$ cat src/rtl/xsup_pkg.sv
// Shared types for the transceiver supply controller.
package xsup_pkg;
    typedef enum logic [1:0] {
        SUP_OFF      = 2'd0,
        SUP_STARTING = 2'd1,
        SUP_ON       = 2'd2,
        SUP_FAULTED  = 2'd3
    } sup_state_e;
endpackage

$ cat src/rtl/xsup_startup_timer.sv
// Startup window counter.
// Counts edges while the supply is starting and the output is still low.
// Restarts on every new enable and flags expiry on the last allowed cycle.
// Assumes WINDOW_CYCLES >= 1.
module xsup_startup_timer #(
    parameter int unsigned WINDOW_CYCLES = 16
) (
    input  logic clk,
    input  logic rst_n,
    input  logic restart_i,
    input  logic run_i,
    output logic expire_o
);
    localparam int unsigned CW = (WINDOW_CYCLES < 2) ? 1 : $clog2(WINDOW_CYCLES);
    localparam logic [CW-1:0] LAST = CW'(WINDOW_CYCLES - 1);

    logic [CW-1:0] cnt_q;

    // Count low-output cycles, saturating at the last window cycle.
    always_ff @(posedge clk) begin
        if (!rst_n)
            cnt_q <= '0;
        else if (restart_i)
            cnt_q <= '0;
        else if (run_i && cnt_q != LAST)
            cnt_q <= cnt_q + 1'b1;
    end

    assign expire_o = run_i && (cnt_q == LAST);

    p_cnt_in_window_r4: assert property (@(posedge clk) disable iff (!rst_n)
        restart_i |=> cnt_q == '0);
endmodule

$ cat src/rtl/xsup_wake_events.sv
// Reactivation event detector.
// Recognises the four events that may restart the supply after a fault.
// Register inputs are the values held before the current edge.
module xsup_wake_events (
    input  logic clk,
    input  logic rst_n,
    input  logic host_wr_i,
    input  logic wdata_man_i,
    input  logic wdata_off_i,
    input  logic man_en_q_i,
    input  logic off_q_i,
    input  logic xcvr_active_i,
    input  logic bus_wake_i,
    output logic reactivate_o
);
    logic active_q;
    logic ev_off_clear;
    logic ev_wake;
    logic ev_man_set;
    logic ev_active_entry;

    // Remember last cycle's mode to spot entry into Active mode.
    always_ff @(posedge clk) begin
        if (!rst_n)
            active_q <= 1'b0;
        else
            active_q <= xcvr_active_i;
    end

    // Combine the four qualifying events.
    always_comb begin
        ev_off_clear    = host_wr_i && off_q_i && !wdata_off_i && xcvr_active_i;
        ev_wake         = bus_wake_i && !xcvr_active_i;
        ev_man_set      = host_wr_i && !man_en_q_i && wdata_man_i;
        ev_active_entry = xcvr_active_i && !active_q;
        reactivate_o    = ev_off_clear || ev_wake || ev_man_set || ev_active_entry;
    end

    p_entry_event_r8: assert property (@(posedge clk) disable iff (!rst_n)
        $rose(xcvr_active_i) |-> reactivate_o);
endmodule

$ cat src/rtl/xsup_host_regs.sv
// Host-visible control bits and the supply interrupt flag.
// A fault overrides any host write or clear in the same cycle.
module xsup_host_regs (
    input  logic clk,
    input  logic rst_n,
    input  logic host_wr_i,
    input  logic wdata_man_i,
    input  logic wdata_off_i,
    input  logic wdata_ien_i,
    input  logic irq_clr_i,
    input  logic fault_i,
    output logic man_en_o,
    output logic off_o,
    output logic irq_flag_o,
    output logic irq_o
);
    logic ien_q;

    // Update control bits from host writes; fault updates take priority.
    always_ff @(posedge clk) begin
        if (!rst_n) begin
            man_en_o <= 1'b0;
            off_o    <= 1'b0;
            ien_q    <= 1'b0;
        end else begin
            if (host_wr_i) begin
                man_en_o <= wdata_man_i;
                off_o    <= wdata_off_i;
                ien_q    <= wdata_ien_i;
            end
            if (fault_i) begin
                man_en_o <= 1'b0;
                off_o    <= 1'b1;
            end
        end
    end

    // Sticky interrupt flag, cleared by a write of 1, set by a fault.
    always_ff @(posedge clk) begin
        if (!rst_n)
            irq_flag_o <= 1'b0;
        else if (fault_i)
            irq_flag_o <= 1'b1;
        else if (irq_clr_i)
            irq_flag_o <= 1'b0;
    end

    assign irq_o = irq_flag_o && ien_q;

    p_fault_bits_r6: assert property (@(posedge clk) disable iff (!rst_n)
        fault_i |=> off_o && !man_en_o && irq_flag_o);
    p_flag_sticky_r9: assert property (@(posedge clk) disable iff (!rst_n)
        irq_flag_o && !irq_clr_i |=> irq_flag_o);
endmodule

$ cat src/rtl/xcvr_supply_ctrl.sv
// Transceiver supply enable controller (top).
// Runs the Off/Starting/On/Faulted sequence for the transmitter supply.
// Comparator inputs are assumed already synchronous to clk.
module xcvr_supply_ctrl #(
    parameter int unsigned WINDOW_CYCLES = 16
) (
    input  logic clk,
    input  logic rst_n,
    input  logic bus_activity_i,
    input  logic bus_wake_i,
    input  logic xcvr_active_i,
    input  logic host_wr_i,
    input  logic host_man_en_i,
    input  logic host_xcvr_off_i,
    input  logic host_irq_en_i,
    input  logic host_irq_clr_i,
    input  logic out_low_i,
    input  logic short_i,
    output logic supply_en_o,
    output logic supply_ok_o,
    output logic man_en_o,
    output logic xcvr_off_o,
    output logic irq_pending_o,
    output logic irq_o
);
    import xsup_pkg::*;

    sup_state_e state_q, state_d;
    logic demand;
    logic fault;
    logic expire;
    logic reactivate;
    logic restart;

    xsup_startup_timer #(.WINDOW_CYCLES(WINDOW_CYCLES)) i_timer (
        .clk       (clk),
        .rst_n     (rst_n),
        .restart_i (restart),
        .run_i     (state_q == SUP_STARTING && out_low_i),
        .expire_o  (expire)
    );

    xsup_wake_events i_events (
        .clk           (clk),
        .rst_n         (rst_n),
        .host_wr_i     (host_wr_i),
        .wdata_man_i   (host_man_en_i),
        .wdata_off_i   (host_xcvr_off_i),
        .man_en_q_i    (man_en_o),
        .off_q_i       (xcvr_off_o),
        .xcvr_active_i (xcvr_active_i),
        .bus_wake_i    (bus_wake_i),
        .reactivate_o  (reactivate)
    );

    xsup_host_regs i_regs (
        .clk         (clk),
        .rst_n       (rst_n),
        .host_wr_i   (host_wr_i),
        .wdata_man_i (host_man_en_i),
        .wdata_off_i (host_xcvr_off_i),
        .wdata_ien_i (host_irq_en_i),
        .irq_clr_i   (host_irq_clr_i),
        .fault_i     (fault),
        .man_en_o    (man_en_o),
        .off_o       (xcvr_off_o),
        .irq_flag_o  (irq_pending_o),
        .irq_o       (irq_o)
    );

    // Derive demand and fault conditions from the current state and inputs.
    always_comb begin
        demand = bus_activity_i || (xcvr_active_i && !xcvr_off_o) || man_en_o;
        fault  = (state_q == SUP_STARTING && expire) ||
                 ((state_q == SUP_STARTING || state_q == SUP_ON) && short_i);
    end

    // Next-state selection for the supply sequence.
    always_comb begin
        state_d = state_q;
        unique case (state_q)
            SUP_OFF:      if (demand) state_d = SUP_STARTING;
            SUP_STARTING: if (fault) state_d = SUP_FAULTED;
                          else if (!out_low_i) state_d = SUP_ON;
            SUP_ON:       if (fault) state_d = SUP_FAULTED;
            SUP_FAULTED:  if (reactivate) state_d = SUP_STARTING;
            default:      state_d = SUP_OFF;
        endcase
        restart = (state_q != SUP_STARTING) && (state_d == SUP_STARTING);
    end

    // State register.
    always_ff @(posedge clk) begin
        if (!rst_n)
            state_q <= SUP_OFF;
        else
            state_q <= state_d;
    end

    // Diagnosis bit: set on reaching On, cleared by a fault.
    always_ff @(posedge clk) begin
        if (!rst_n)
            supply_ok_o <= 1'b0;
        else if (fault)
            supply_ok_o <= 1'b0;
        else if (state_d == SUP_ON)
            supply_ok_o <= 1'b1;
    end

    assign supply_en_o = (state_q == SUP_STARTING) || (state_q == SUP_ON);

    p_ok_needs_en_r3: assert property (@(posedge clk) disable iff (!rst_n)
        supply_ok_o |-> supply_en_o);
    p_demand_starts_r2: assert property (@(posedge clk) disable iff (!rst_n)
        state_q == SUP_OFF && demand |=> supply_en_o && !supply_ok_o);
    p_timeout_kills_r4: assert property (@(posedge clk) disable iff (!rst_n)
        state_q == SUP_STARTING && expire |=> !supply_en_o);
    p_short_kills_r5: assert property (@(posedge clk) disable iff (!rst_n)
        short_i && supply_en_o |=> !supply_en_o && !supply_ok_o);
    p_fault_stays_r7: assert property (@(posedge clk) disable iff (!rst_n)
        state_q == SUP_FAULTED && !reactivate |=> !supply_en_o);
    p_on_holds_r10: assert property (@(posedge clk) disable iff (!rst_n)
        state_q == SUP_ON && !short_i |=> supply_ok_o && supply_en_o);
endmodule

$ cat config.mk
export PLATFORM = sky130hd
export DESIGN_NAME = xcvr_supply_ctrl
export DESIGN_NICKNAME = d
export VERILOG_FILES = /design/src/rtl/xsup_pkg.sv /design/src/rtl/xsup_startup_timer.sv /design/src/rtl/xsup_wake_events.sv /design/src/rtl/xsup_host_regs.sv /design/src/rtl/xcvr_supply_ctrl.sv
export SDC_FILE = /design/constraint.sdc
export NUM_CORES = 1
export LEC_CHECK = 0
export CAP_MARGIN = 20
export CORE_UTILIZATION = 36
export CTS_CLUSTER_SIZE = 14
export DETAILED_ROUTE_END_ITERATION = 10
export DONT_BUFFER_PORTS = 1
export PLACE_DENSITY = 0.56
export SLEW_MARGIN = 30
export SYNTH_ARGS = -nofsm -noshare
export SYNTH_HDL_FRONTEND = slang
export SYNTH_SLANG_ARGS = --single-unit
$ cat constraint.sdc
create_clock -name clk -period 2.6 [get_ports clk]
set_clock_uncertainty 0.15 [all_clocks]
set_input_delay 0.52 -clock clk [delete_from_list [all_inputs] [get_ports clk]]
set_output_delay 0.52 -clock clk [all_outputs]
set_load 0.05 [all_outputs]
### Word-level counts from Yosys, hierarchy flattened

Cells that the tools add are included.

* register bits after elaboration: 12
* input bits: 12
* output and inout port bits: 6
* word-level logic and storage cells: 60

* $add $sub $neg: 1
* equal/unequal tests: 8
* multiplexer cells: 10
* bitwise gates (word level): 1
* reductions and logical operators: 32

Operator list (count)
* $logic_and A1 B1 Y1: 15
* $mux W2: 5
* $pmux W2 S4: 1
* $logic_or A1 B1 Y1: 7
* $eq A2 B2 Y1 const B: 3
* $logic_not A1 Y1: 5
* $add A4 B1 Y4 const B: 1
* $eq A2 B1 Y1 const B: 2
* $eq A4 B4 Y1 const B: 1
* $mux W1: 4
* $ne A4 B4 Y1 const B: 1
* $reduce_bool A2 Y1: 2
* $reduce_or A2 Y1: 2
* $logic_not A2 Y1: 1
* $ne A2 B1 Y1 const B: 1
* $not A1 Y1: 1

### Longest topological paths before layout

Gate-level depths: netlist of run 1.

* word-level depth: 11
* mapped depth: 7
* gate-level depth less buffers: 7

### Modules after synthesis

Synthesis of run 1 repeated with hierarchy kept, for this count alone.

* cell total of the unflattened synthesis: 75
* area, all modules: 708.2 sq um

Modules (own cells, without submodules)
* xcvr_supply_ctrl: times used 1, cells an instance 33, area each 284.0 sq um, seq. area each 60.1 sq um
* xsup_startup_timer: times used 1, cells an instance 22, area each 201.4 sq um, seq. area each 80.1 sq um
* xsup_host_regs: times used 1, cells an instance 13, area each 156.4 sq um, seq. area each 80.1 sq um
* xsup_wake_events: times used 1, cells an instance 7, area each 66.3 sq um, seq. area each 20.0 sq um

### Worst setup path after synthesis of run 1

Ideal clock, no wire load.

* kind: reg2reg
* start point: register state_q[0]
* end point: register i_timer.cnt_q[0]
* library setup time: 120 ps
* data arrival time: 1910 ps
* required time: 2330 ps
* path slack: 421 ps
* cell stages (with the launch flop): 8
* path buffers: 0
* period minus slack after synthesis: 2179 ps
* cells stage by stage: dfxtp_1 inv_1 ha_1 and2_1 o41ai_2 o211ai_2 a31oi_4 nor2_1

* elaborated cells between the ends (all ways): 21
* classes of those cells: eq/ne (5); mux (6); reduce/logical (10)

RTL lines
* start, declared: line xcvr_supply_ctrl.sv:28 `sup_state_e state_q, state_d;`
* start signal, assigned: line xcvr_supply_ctrl.sv:97 `state_q <= state_d;`
* $eq A2 B1 Y1 / $eq A2 B2 Y1 (equally long branches)
* $logic_or A1 B1 Y1 (*)
* via supply_en_o: line xcvr_supply_ctrl.sv:19 `output logic supply_en_o,`
* $logic_and A1 B1 Y1 (*): line xcvr_supply_ctrl.sv:75 `((state_q == SUP_STARTING || state_q == SUP_ON) && short_i);`
* $logic_or A1 B1 Y1 (*): line xcvr_supply_ctrl.sv:74 `fault = (state_q == SUP_STARTING && expire) ||`
* $mux W2, on equally long branches: line xcvr_supply_ctrl.sv:85, xcvr_supply_ctrl.sv:83
* $pmux W2 S4 (*): line xcvr_supply_ctrl.sv:81 `unique case (state_q)`
* $eq A2 B1 Y1 (*): line xcvr_supply_ctrl.sv:89 `restart = (state_q != SUP_STARTING) && (state_d == SUP_STARTING);`
* $logic_and A1 B1 Y1 (*): line xcvr_supply_ctrl.sv:89
* $reduce_or A2 Y1 (no line) (*)
* end signal, assigned: line xsup_startup_timer.sv:26 `cnt_q <= cnt_q + 1'b1;`
* end, declared: line xsup_startup_timer.sv:17 `logic [CW-1:0] cnt_q;`

The timed path passes the listed nets; every way through them passes the cells marked *.
A chain may end at the register's enable or synchronous reset.

### Final worst setup path of run 1

* start point: register state_q[1]
* end point: register i_timer.cnt_q[3]

* longest elaborated chain between the ends: 10
* elaborated cells between the ends (all ways): 21
* classes of those cells: eq/ne (5); mux (6); reduce/logical (10)

RTL lines
* $eq A2 B1 Y1
* $logic_and A1 B1 Y1: line xcvr_supply_ctrl.sv:39 `.run_i (state_q == SUP_STARTING && out_low_i),`
* $logic_and A1 B1 Y1: line xsup_startup_timer.sv:29 `assign expire_o = run_i && (cnt_q == LAST);`
* $logic_and A1 B1 Y1: line xcvr_supply_ctrl.sv:74
* $logic_or A1 B1 Y1: line xcvr_supply_ctrl.sv:74
* $mux W2, on equally long branches: line xcvr_supply_ctrl.sv:85, xcvr_supply_ctrl.sv:83
* $pmux W2 S4: line xcvr_supply_ctrl.sv:81
* $eq A2 B1 Y1: line xcvr_supply_ctrl.sv:89
* $logic_and A1 B1 Y1: line xcvr_supply_ctrl.sv:89
* $reduce_or A2 Y1 (no line)

Several ways; a longest one is shown, not always the timed one.

==> impl_summary.md, run 1 <==
Finish
Summing all flip-flop and latch instances after layout gives 240 um^2. The number of antenna diodes in the final layout is 0. The filler cells instantiated in the layout total 191. The area growth from synthesis to layout is 10.1%. At the end of the flow, the number of nets in the layout was 98. Once layout is complete, the utilization of the core stands at 0.440. Summing all multi-input logic gate instances after layout gives 462 um^2.

The fraction of final layout cells sized beyond drive strength 1 is 0.215.

STA
In this run the tightest slew margin relative to its limit is 0.546. In the final timing run, aggregate negative setup slack is 0 ns. Dividing the final minimum period by the clock period gives 0.791. The final-report setup violation count is 0. The final-layout worst hold slack is 0.217 ns. The final worst setup slack is 0.543 ns. The max-slew violation count is 0. Setup repair after global routing left no endpoint under its margin.

Based on the critical path, the design can be clocked at up to 0.486 GHz. For the pin with the worst max-slew slack, the measured transition is 0.680 ns. The count of final hold-check violations is 0. The worst path needs 2.06 ns of the cycle, external delays included.

Synth
The number of warnings issued by yosys is 0. The portion of synthesized cell area occupied by the leading cell type is 0.333. The number of storage elements in the synthesis netlist is 12. In the post-synthesis netlist, the biggest area contributors are sky130_fd_sc_hd__dfxtp_1 33%, sky130_fd_sc_hd__ha_1 8.7%, sky130_fd_sc_hd__mux2i_1 5.6%.

The share of synthesized area occupied by flip-flops and latches is 0.333. The number of nets handed over by synthesis was 91. The async set-or-reset flop fraction in the synthesized netlist is 0. The synthesized design contains 0 enable-type register cells. After technology mapping, the gate count stands at 74. Counting distinct cell types in the post-synthesis netlist gives 33. Summed over all instances, the cell type with the most area after synthesis is sky130_fd_sc_hd__dfxtp_1. In the synthesized netlist the dominant register cell turns out to be sky130_fd_sc_hd__dfxtp_1. The average cell area after synthesis is 9.74 um^2. Summing every instance area after synthesis gives 721 um^2.

GRT
The overall routing resource usage is 0.150. The overall overflow remaining after global route is 0. The first global-routing pass estimated 2260 um of wire.

The number of global-route vias before repair is 530. Entering global routing, the biggest net connects 8 pins. The initial antenna violation count is 0.

Die
The full die area is 2180 um^2. The core region is 1800 um^2. The starting utilization of the core area is 0.400.

The die is 46.7 um tall. In this run the count of I/O pins placed on the die edge is 18. The width of the die is 46.7 um. The floorplan has 15 rows.

Clock network
CTS built an H-tree with a depth of 1. The count of hold-fix buffers inserted at cts is 0. The clock latency on the worst-skew pair is 0.27 ns. Buffers added to address setup during post-CTS repair amount to 0. The clock tree from TritonCTS is yes.

The number of clock buffers added by TritonCTS is 3. The tree is rooted in a sky130_fd_sc_hd__clkbuf_4. No sink is reached through more buffers than the 2 on the longest clock path. The count of instances resized after the clock tree is built is 0. After clock tree synthesis, the clock-pin slew on the worst setup and hold paths is 0.07 ns.

For this design, the sink count on the clock tree is 12.

Routing
Using the TritonRoute via totals, the vias-per-cell ratio works out to 5.35. The total via count after detailed routing is 556. In the final routed layout, each cell accounts on average for 12.9 um. The iteration-0 DRC count of the detailed router is 4. After detailed routing, the number of remaining DRC violations is 0. The first detailed-routing pass took 2 iterations. The number of antenna-violating nets in the routed design is 0. For this block, the routed nets add up to 1340 um of wire.

Power and ir drop
The design draws 931 uW. Dividing total power by cell area gives a power density of 1170 nW/um^2. Summed over all cells, the static leakage comes to 0.325 nW. The largest vdd supply drop is 0.000544 V.

Setup path
The endpoint identified for the worst register-to-register timing path is i_timer.cnt_q[3]$_SDFFE_PP0P_. The timing startpoint of the critical path is state_q[1]$_SDFF_PN0_. The worst setup path is captured at a register. The cell count of the worst reg-to-reg path is 7.

The register-to-register setup slack is 0.54 ns. The worst setup path is launched from a register. The worst setup path endpoint is i_timer.cnt_q[3]$_SDFFE_PP0P_. The startpoint identified for the worst register-to-register timing path is state_q[1]$_SDFF_PN0_. For the worst setup path, the data arrival time is 2.07 ns. The setup path with the least slack is of type reg2reg. The critical-path maximum fanout is 5. The required time at the endpoint of the critical path is 2.61 ns.

Placed design
The estimated wirelength of the detail-placed design is 1080 um. Prior to clock tree synthesis, the placed netlist has a worst setup slack of 0.573 ns. The quantity of I/O buffers inserted on ports is 0. Routability-driven placement finished with a final weighted congestion of 0.829.

Run
Max-cap violations in this run came to 0.

Hold path
The worst hold path class is in2reg.

Run status
The flow ran to the end, and the final reports show no timing, DRC or antenna violations.
-- metrics by stage --
stage / cells / instance area, um^2
after global placement: 101 / 771
after CTS: 104 / 793
after global routing: 104 / 793
after detailed placement: 101 / 771
final: 104 / 793
after floorplan: 74 / 721
-- state kept, by name, summed over array words and instances (netlist names) --
signal / cells
supply_ok_o: 1
i_events.active_q: 1
i_regs.off_o: 1
i_regs.ien_q: 1
i_timer.cnt_q: 4
i_regs.man_en_o: 1
state_q: 2
i_regs.irq_flag_o: 1
-- worst max-delay path, stage by stage, from the launching register on --
cell and delay [ns]:
sky130_fd_sc_hd__dfxtp_1 0.44, sky130_fd_sc_hd__inv_2 0.09, sky130_fd_sc_hd__ha_1 0.31, sky130_fd_sc_hd__and2_1 0.17, sky130_fd_sc_hd__o41ai_2 0.30, sky130_fd_sc_hd__o211ai_2 0.17
sky130_fd_sc_hd__a31oi_4 0.24, sky130_fd_sc_hd__nor2_1 0.07
-- worst min-delay path by stage --
stage                                         start                            to  slack [ns]  depth (start not counted)
after floorplan           i_regs.ien_q$_SDFFE_PN0P_     i_regs.ien_q$_SDFFE_PN0P_        0.30                          2
after global placement    i_regs.ien_q$_SDFFE_PN0P_     i_regs.ien_q$_SDFFE_PN0P_        0.33                          2
after detailed placement  i_regs.ien_q$_SDFFE_PN0P_     i_regs.ien_q$_SDFFE_PN0P_        0.33                          2
after CTS                             xcvr_active_i  i_events.active_q$_SDFF_PN0_        0.21                          1
after global routing                  xcvr_active_i  i_events.active_q$_SDFF_PN0_        0.21                          1
final                                 xcvr_active_i  i_events.active_q$_SDFF_PN0_        0.22                          1
-- routing by layer --
| layer | up-vias | wire length [um] | GRT usage |
|---|---|---|---|
| met5 | - | 0 | 0 |
| met4 | 0 | 21 | 0.0857 |
| met3 | 2 | 50 | 0.0462 |
| met2 | 11 | 626 | 0.219 |
| met1 | 262 | 638 | 0.195 |
| li1 | 281 | - | - |
-- layout by cell type (no fill, tap or decap) --
cell and count:
sky130_fd_sc_hd__dfxtp_1 12, sky130_fd_sc_hd__nor2_1 8, sky130_fd_sc_hd__ha_1 5, sky130_fd_sc_hd__and2_1 4, sky130_fd_sc_hd__nand2_1 4, sky130_fd_sc_hd__mux2i_1 4, sky130_fd_sc_hd__nor3_1 4, sky130_fd_sc_hd__a21oi_1 3
sky130_fd_sc_hd__clkbuf_4 3, sky130_fd_sc_hd__buf_4 3, sky130_fd_sc_hd__inv_2 2, sky130_fd_sc_hd__o41ai_2 2, sky130_fd_sc_hd__nand2b_1 2, sky130_fd_sc_hd__a31oi_1 2, sky130_fd_sc_hd__inv_1 2, sky130_fd_sc_hd__nand4b_1 1
sky130_fd_sc_hd__nand3b_1 1, sky130_fd_sc_hd__o211ai_1 1, sky130_fd_sc_hd__and3_1 1, sky130_fd_sc_hd__o211ai_2 1, sky130_fd_sc_hd__and2b_4 1, sky130_fd_sc_hd__o211a_1 1, sky130_fd_sc_hd__nor4b_2 1, sky130_fd_sc_hd__nor4_4 1
sky130_fd_sc_hd__o31a_1 1, sky130_fd_sc_hd__a31oi_4 1, sky130_fd_sc_hd__xnor2_1 1, sky130_fd_sc_hd__and3_2 1, sky130_fd_sc_hd__nand3_1 1, sky130_fd_sc_hd__o2111a_1 1, sky130_fd_sc_hd__nand4_1 1, sky130_fd_sc_hd__xor2_1 1
sky130_fd_sc_hd__nor3b_1 1, sky130_fd_sc_hd__a211oi_2 1
-- synthesized netlist by cell type (2+ instances only) --
cell type and number:
sky130_fd_sc_hd__ha_1 5, sky130_fd_sc_hd__inv_1 2, sky130_fd_sc_hd__a31oi_1 2, sky130_fd_sc_hd__o41ai_2 2, sky130_fd_sc_hd__a21oi_1 3, sky130_fd_sc_hd__nor3_1 4
sky130_fd_sc_hd__mux2i_1 4, sky130_fd_sc_hd__dfxtp_1 12, sky130_fd_sc_hd__nand2_1 4, sky130_fd_sc_hd__nand2b_1 2, sky130_fd_sc_hd__and2_1 4, sky130_fd_sc_hd__nor2_1 8
sky130_fd_sc_hd__inv_2 2
-- kinds of logic (layout without fill, tap and decap cells) --
| logic type | count (synthesis) | after routing | synth area share |
|---|---|---|---|
| simple gates | 32 | 32 | 0.274 |
| compound gates | 14 | 14 | 0.200 |
| flops | 12 | 12 | 0.333 |
| mux | 4 | 4 | 0.0556 |
| fa+ha+maj | 5 | 5 | 0.0868 |
| buf+inv | 5 | 10 | 0.0260 |
| xor+xnor | 2 | 2 | 0.0243 |
-- layout make-up --
class                   count  area share
multi-input cells          57       0.582
flip-flops and latches     12       0.303
well taps                  25      0.0394
clock buffers               3      0.0284
repair buffers              3      0.0284
inverters                   4      0.0189
-- power breakdown --
part | leakage (nW) | switching, mW | internal [mW]
combinational | 0.213 | 0.313 | 0.203
clock | 0.0138 | 0.0604 | 0.0536
sequential | 0.0984 | 0.0739 | 0.227
Note: power is estimated with default switching activity, not from simulation.
==> run 2, diff against run 1 <==
==> constraint.sdc (replaced) <==
create_clock -name clk -period 2.1 [get_ports clk]
set_clock_uncertainty 0.15 [all_clocks]
set_input_delay 0.42 -clock clk [delete_from_list [all_inputs] [get_ports clk]]
set_output_delay 0.42 -clock clk [all_outputs]
set_load 0.05 [all_outputs]
==> run 2 against run 1 <==
Effect of this change: first-iteration DRC count rose to 3.5 times the previous value; via count rose by 6.5%; global-route usage rose by 1.2 points; critical path depth did not move; die area did not move; total power rose by 34%; setup slack got worse by 0.40 ns; combinational power rose by 37%; final area rose by 4.9%; clock power rose by 70%.
==> impl_summary.md, run 2 (same netlist as run 1, synthesis figures left out) <==
Clock network
Buffers inserted to repair hold after CTS numbered 0. Clock tree synthesis found a total of 12 sinks. CTS built an H-tree with a depth of 1. Clock tree synthesis selected as its root buffer the cell sky130_fd_sc_hd__clkbuf_4.

The clock passes through at most 2 buffers. After clock tree synthesis, the repair step resized 0 gates. The clock latency on the worst-skew pair is 0.28 ns. The clock slew seen by the registers of the worst setup and hold paths is 0.09 ns.

The total clock buffers created by CTS is 3. Buffers added to address setup during post-CTS repair amount to 0. TritonCTS built the clock tree.

Setup path
The signal on the critical path passes through inv_1 -> ha_2 -> and2_1 -> o41ai_2 -> o211ai_2 -> a31oi_4 -> nor2_1. The critical path startpoint category is a register. In this run the worst path has a maximum fanout of 4. The timing startpoint of the critical path is state_q[0]$_SDFF_PN0_. The master of the slowest instance on the critical path is sky130_fd_sc_hd__dfxtp_1. The path type of the worst setup path is reg2reg. The arrival time of the worst setup path is 1.98 ns. The source of the worst register-to-register timing path is state_q[0]$_SDFF_PN0_.

The required time at the endpoint of the critical path is 2.12 ns. The kind of end point of the critical path is a register. For this run, the slowest stage of the critical path takes 0.32 ns.

Finish
The register with the most flip-flops in the layout has 4 of them. The area growth from synthesis to layout is 15.5%. The filler cells instantiated in the layout total 187. The count of antenna diodes in the layout is 0. Of the cells placed in the final design, the portion with a size suffix greater than 1 is 0.265. Leaving out fill and tap cells, the most frequent cells in the layout are 12 x sky130_fd_sc_hd__dfxtp_1, 8 x sky130_fd_sc_hd__nor2_1, 6 x sky130_fd_sc_hd__buf_4. i_timer.cnt_q holds more flip-flops than any other register.

The post-route cell area is 832 um^2. The largest registers in the layout are i_timer.cnt_q (4), state_q (2). The final net count is 101. The leading cell type in the layout, fill and taps excluded is sky130_fd_sc_hd__dfxtp_1.

Die
For this configuration, the core starts out at a cell density of 0.400. The floorplan die height is 46.7 um. The width of the die is 46.7 um.

Pin placement for this block handled 18 I/O pins. The floorplan core area is 1800 um^2. The full die area is 2180 um^2. The number of placement rows is 15.

Placed design
The estimated wirelength of the detail-placed design is 1120 um. The post-placement cell area is 796 um^2. Input and output buffers added on the ports amount to 0. The final weighted congestion in routability-driven placement is 0.815.

STA
Setup violations remaining at the end of the flow were counted as 0. Setup repair after global routing left no endpoint under its margin. The clock period could shrink to 1.96 ns. Headroom to the max-slew limit came out at 0.645. The final setup TNS is 0 ns. The final critical-path share of the clock period is 0.934.

The max-slew violation count came to 0. The count of final hold-check violations is 0. The slew at the pin closest to its max-slew limit is 0.531 ns. The upper clock frequency limit is 0.510 GHz.

GRT
In the global route stage, met2 resource usage came out at 0.242. The busiest layer in global routing is met2. The initial antenna violation count is 0. The overall overflow remaining after global route is 0.

The met1 track demand over resource in global routing is 0.210. Entering global routing, the biggest net connects 8 pins. The met3 demand-to-capacity share in global routing is 0.0385. The global-route wire length before repair is 2440 um.

The overall routing resource usage is 0.162. The number of global-route vias before repair was 596.

Run
Max-cap violations in this run came to 0.

Routing
After the first detailed-routing iteration, the DRC count stood at 14. Summed over all layers, the routed wires come to 1430 um. The total via count after detailed routing is 592. The number of antenna-violating nets in the routed design is 0. The average wire per standard cell is 13.3 um. The first TritonRoute pass finished after 4 iterations. The number of remaining DRC errors is 0. The via density per instance is 5.48.

Run status
The flow ran to the end, and the final reports show no timing, DRC or antenna violations.

Hold path
The tightest min-delay check is of the in2reg type. In this run the most critical hold path is launched from xcvr_active_i.

Power and ir drop
The static leakage is 0.347 nW. For this design the ratio of total power to cell area is 1500 nW/um^2. Across the VDD grid, the largest voltage drop is 0.000740 V.
==> run 2: through the flow <==
step / util / cells / hold slack (ns) / setup slack [ns] / power, mW
CTS: 0.462 / 108 / 0.0926 / 0.127 / 1.26
detailed placement: 0.442 / 104 / 0.330 / 0.167 / 1.06
finish: 0.462 / 108 / 0.0998 / 0.139 / 1.25
floorplan: - / 74 / 0.302 / 0.0691 / 0.912
global placement: 0.442 / 104 / 0.327 / 0.221 / 1.06
global route: 0.462 / 108 / 0.0952 / 0.0330 / 1.34
==> run 2: per-layer routing <==
metal / part of all wire / vias to the layer above
li1: - / 291
met1: 0.48 / 284
met2: 0.46 / 13
met3: 0.043 / 4
met4: 0.014 / 0
met5: 0 / -
==> run 2: power breakdown <==
group          leakage (nW)  internal (mW)  switching [mW]  total (mW)
sequential           0.0984          0.281          0.0656       0.346
clock                0.0210          0.106          0.0888       0.194
combinational         0.228          0.284           0.425       0.709
==> run 2: layout make-up <==
| type | count | area (um^2) | share of cell area |
|---|---|---|---|
| Sequential cell | 12 | 240 | 0.289 |
| Inverter | 4 | 15.0 | 0.0180 |
| Tap cell | 25 | 31.3 | 0.0376 |
| Multi-Input combinational cell | 57 | 464 | 0.558 |
| Clock buffer | 4 | 36.3 | 0.0436 |
| Timing Repair Buffer | 6 | 45.0 | 0.0541 |
==> run 2: worst max-delay path: cells and delay by family, from the launching register on <==
kind | cells | cell delay (ns)
AO/OA/AOI/OAI | 3 | 0.74
flip-flops | 1 | 0.32
adder cells (fa/ha/maj) | 1 | 0.30
AND/OR/NAND/NOR | 2 | 0.23
buffers and inverters | 1 | 0.10
==> run 2: final timing paths <==
check	end	slack, ns	cells past startpoint
worst max-delay path	i_timer.cnt_q[1]$_SDFFE_PP0P_	0.14	7
worst max register to register	i_timer.cnt_q[1]$_SDFFE_PP0P_	0.14	7
worst min-delay path	i_events.active_q$_SDFF_PN0_	0.1	1
worst min register to register	i_regs.ien_q$_SDFFE_PN0P_	0.35	2
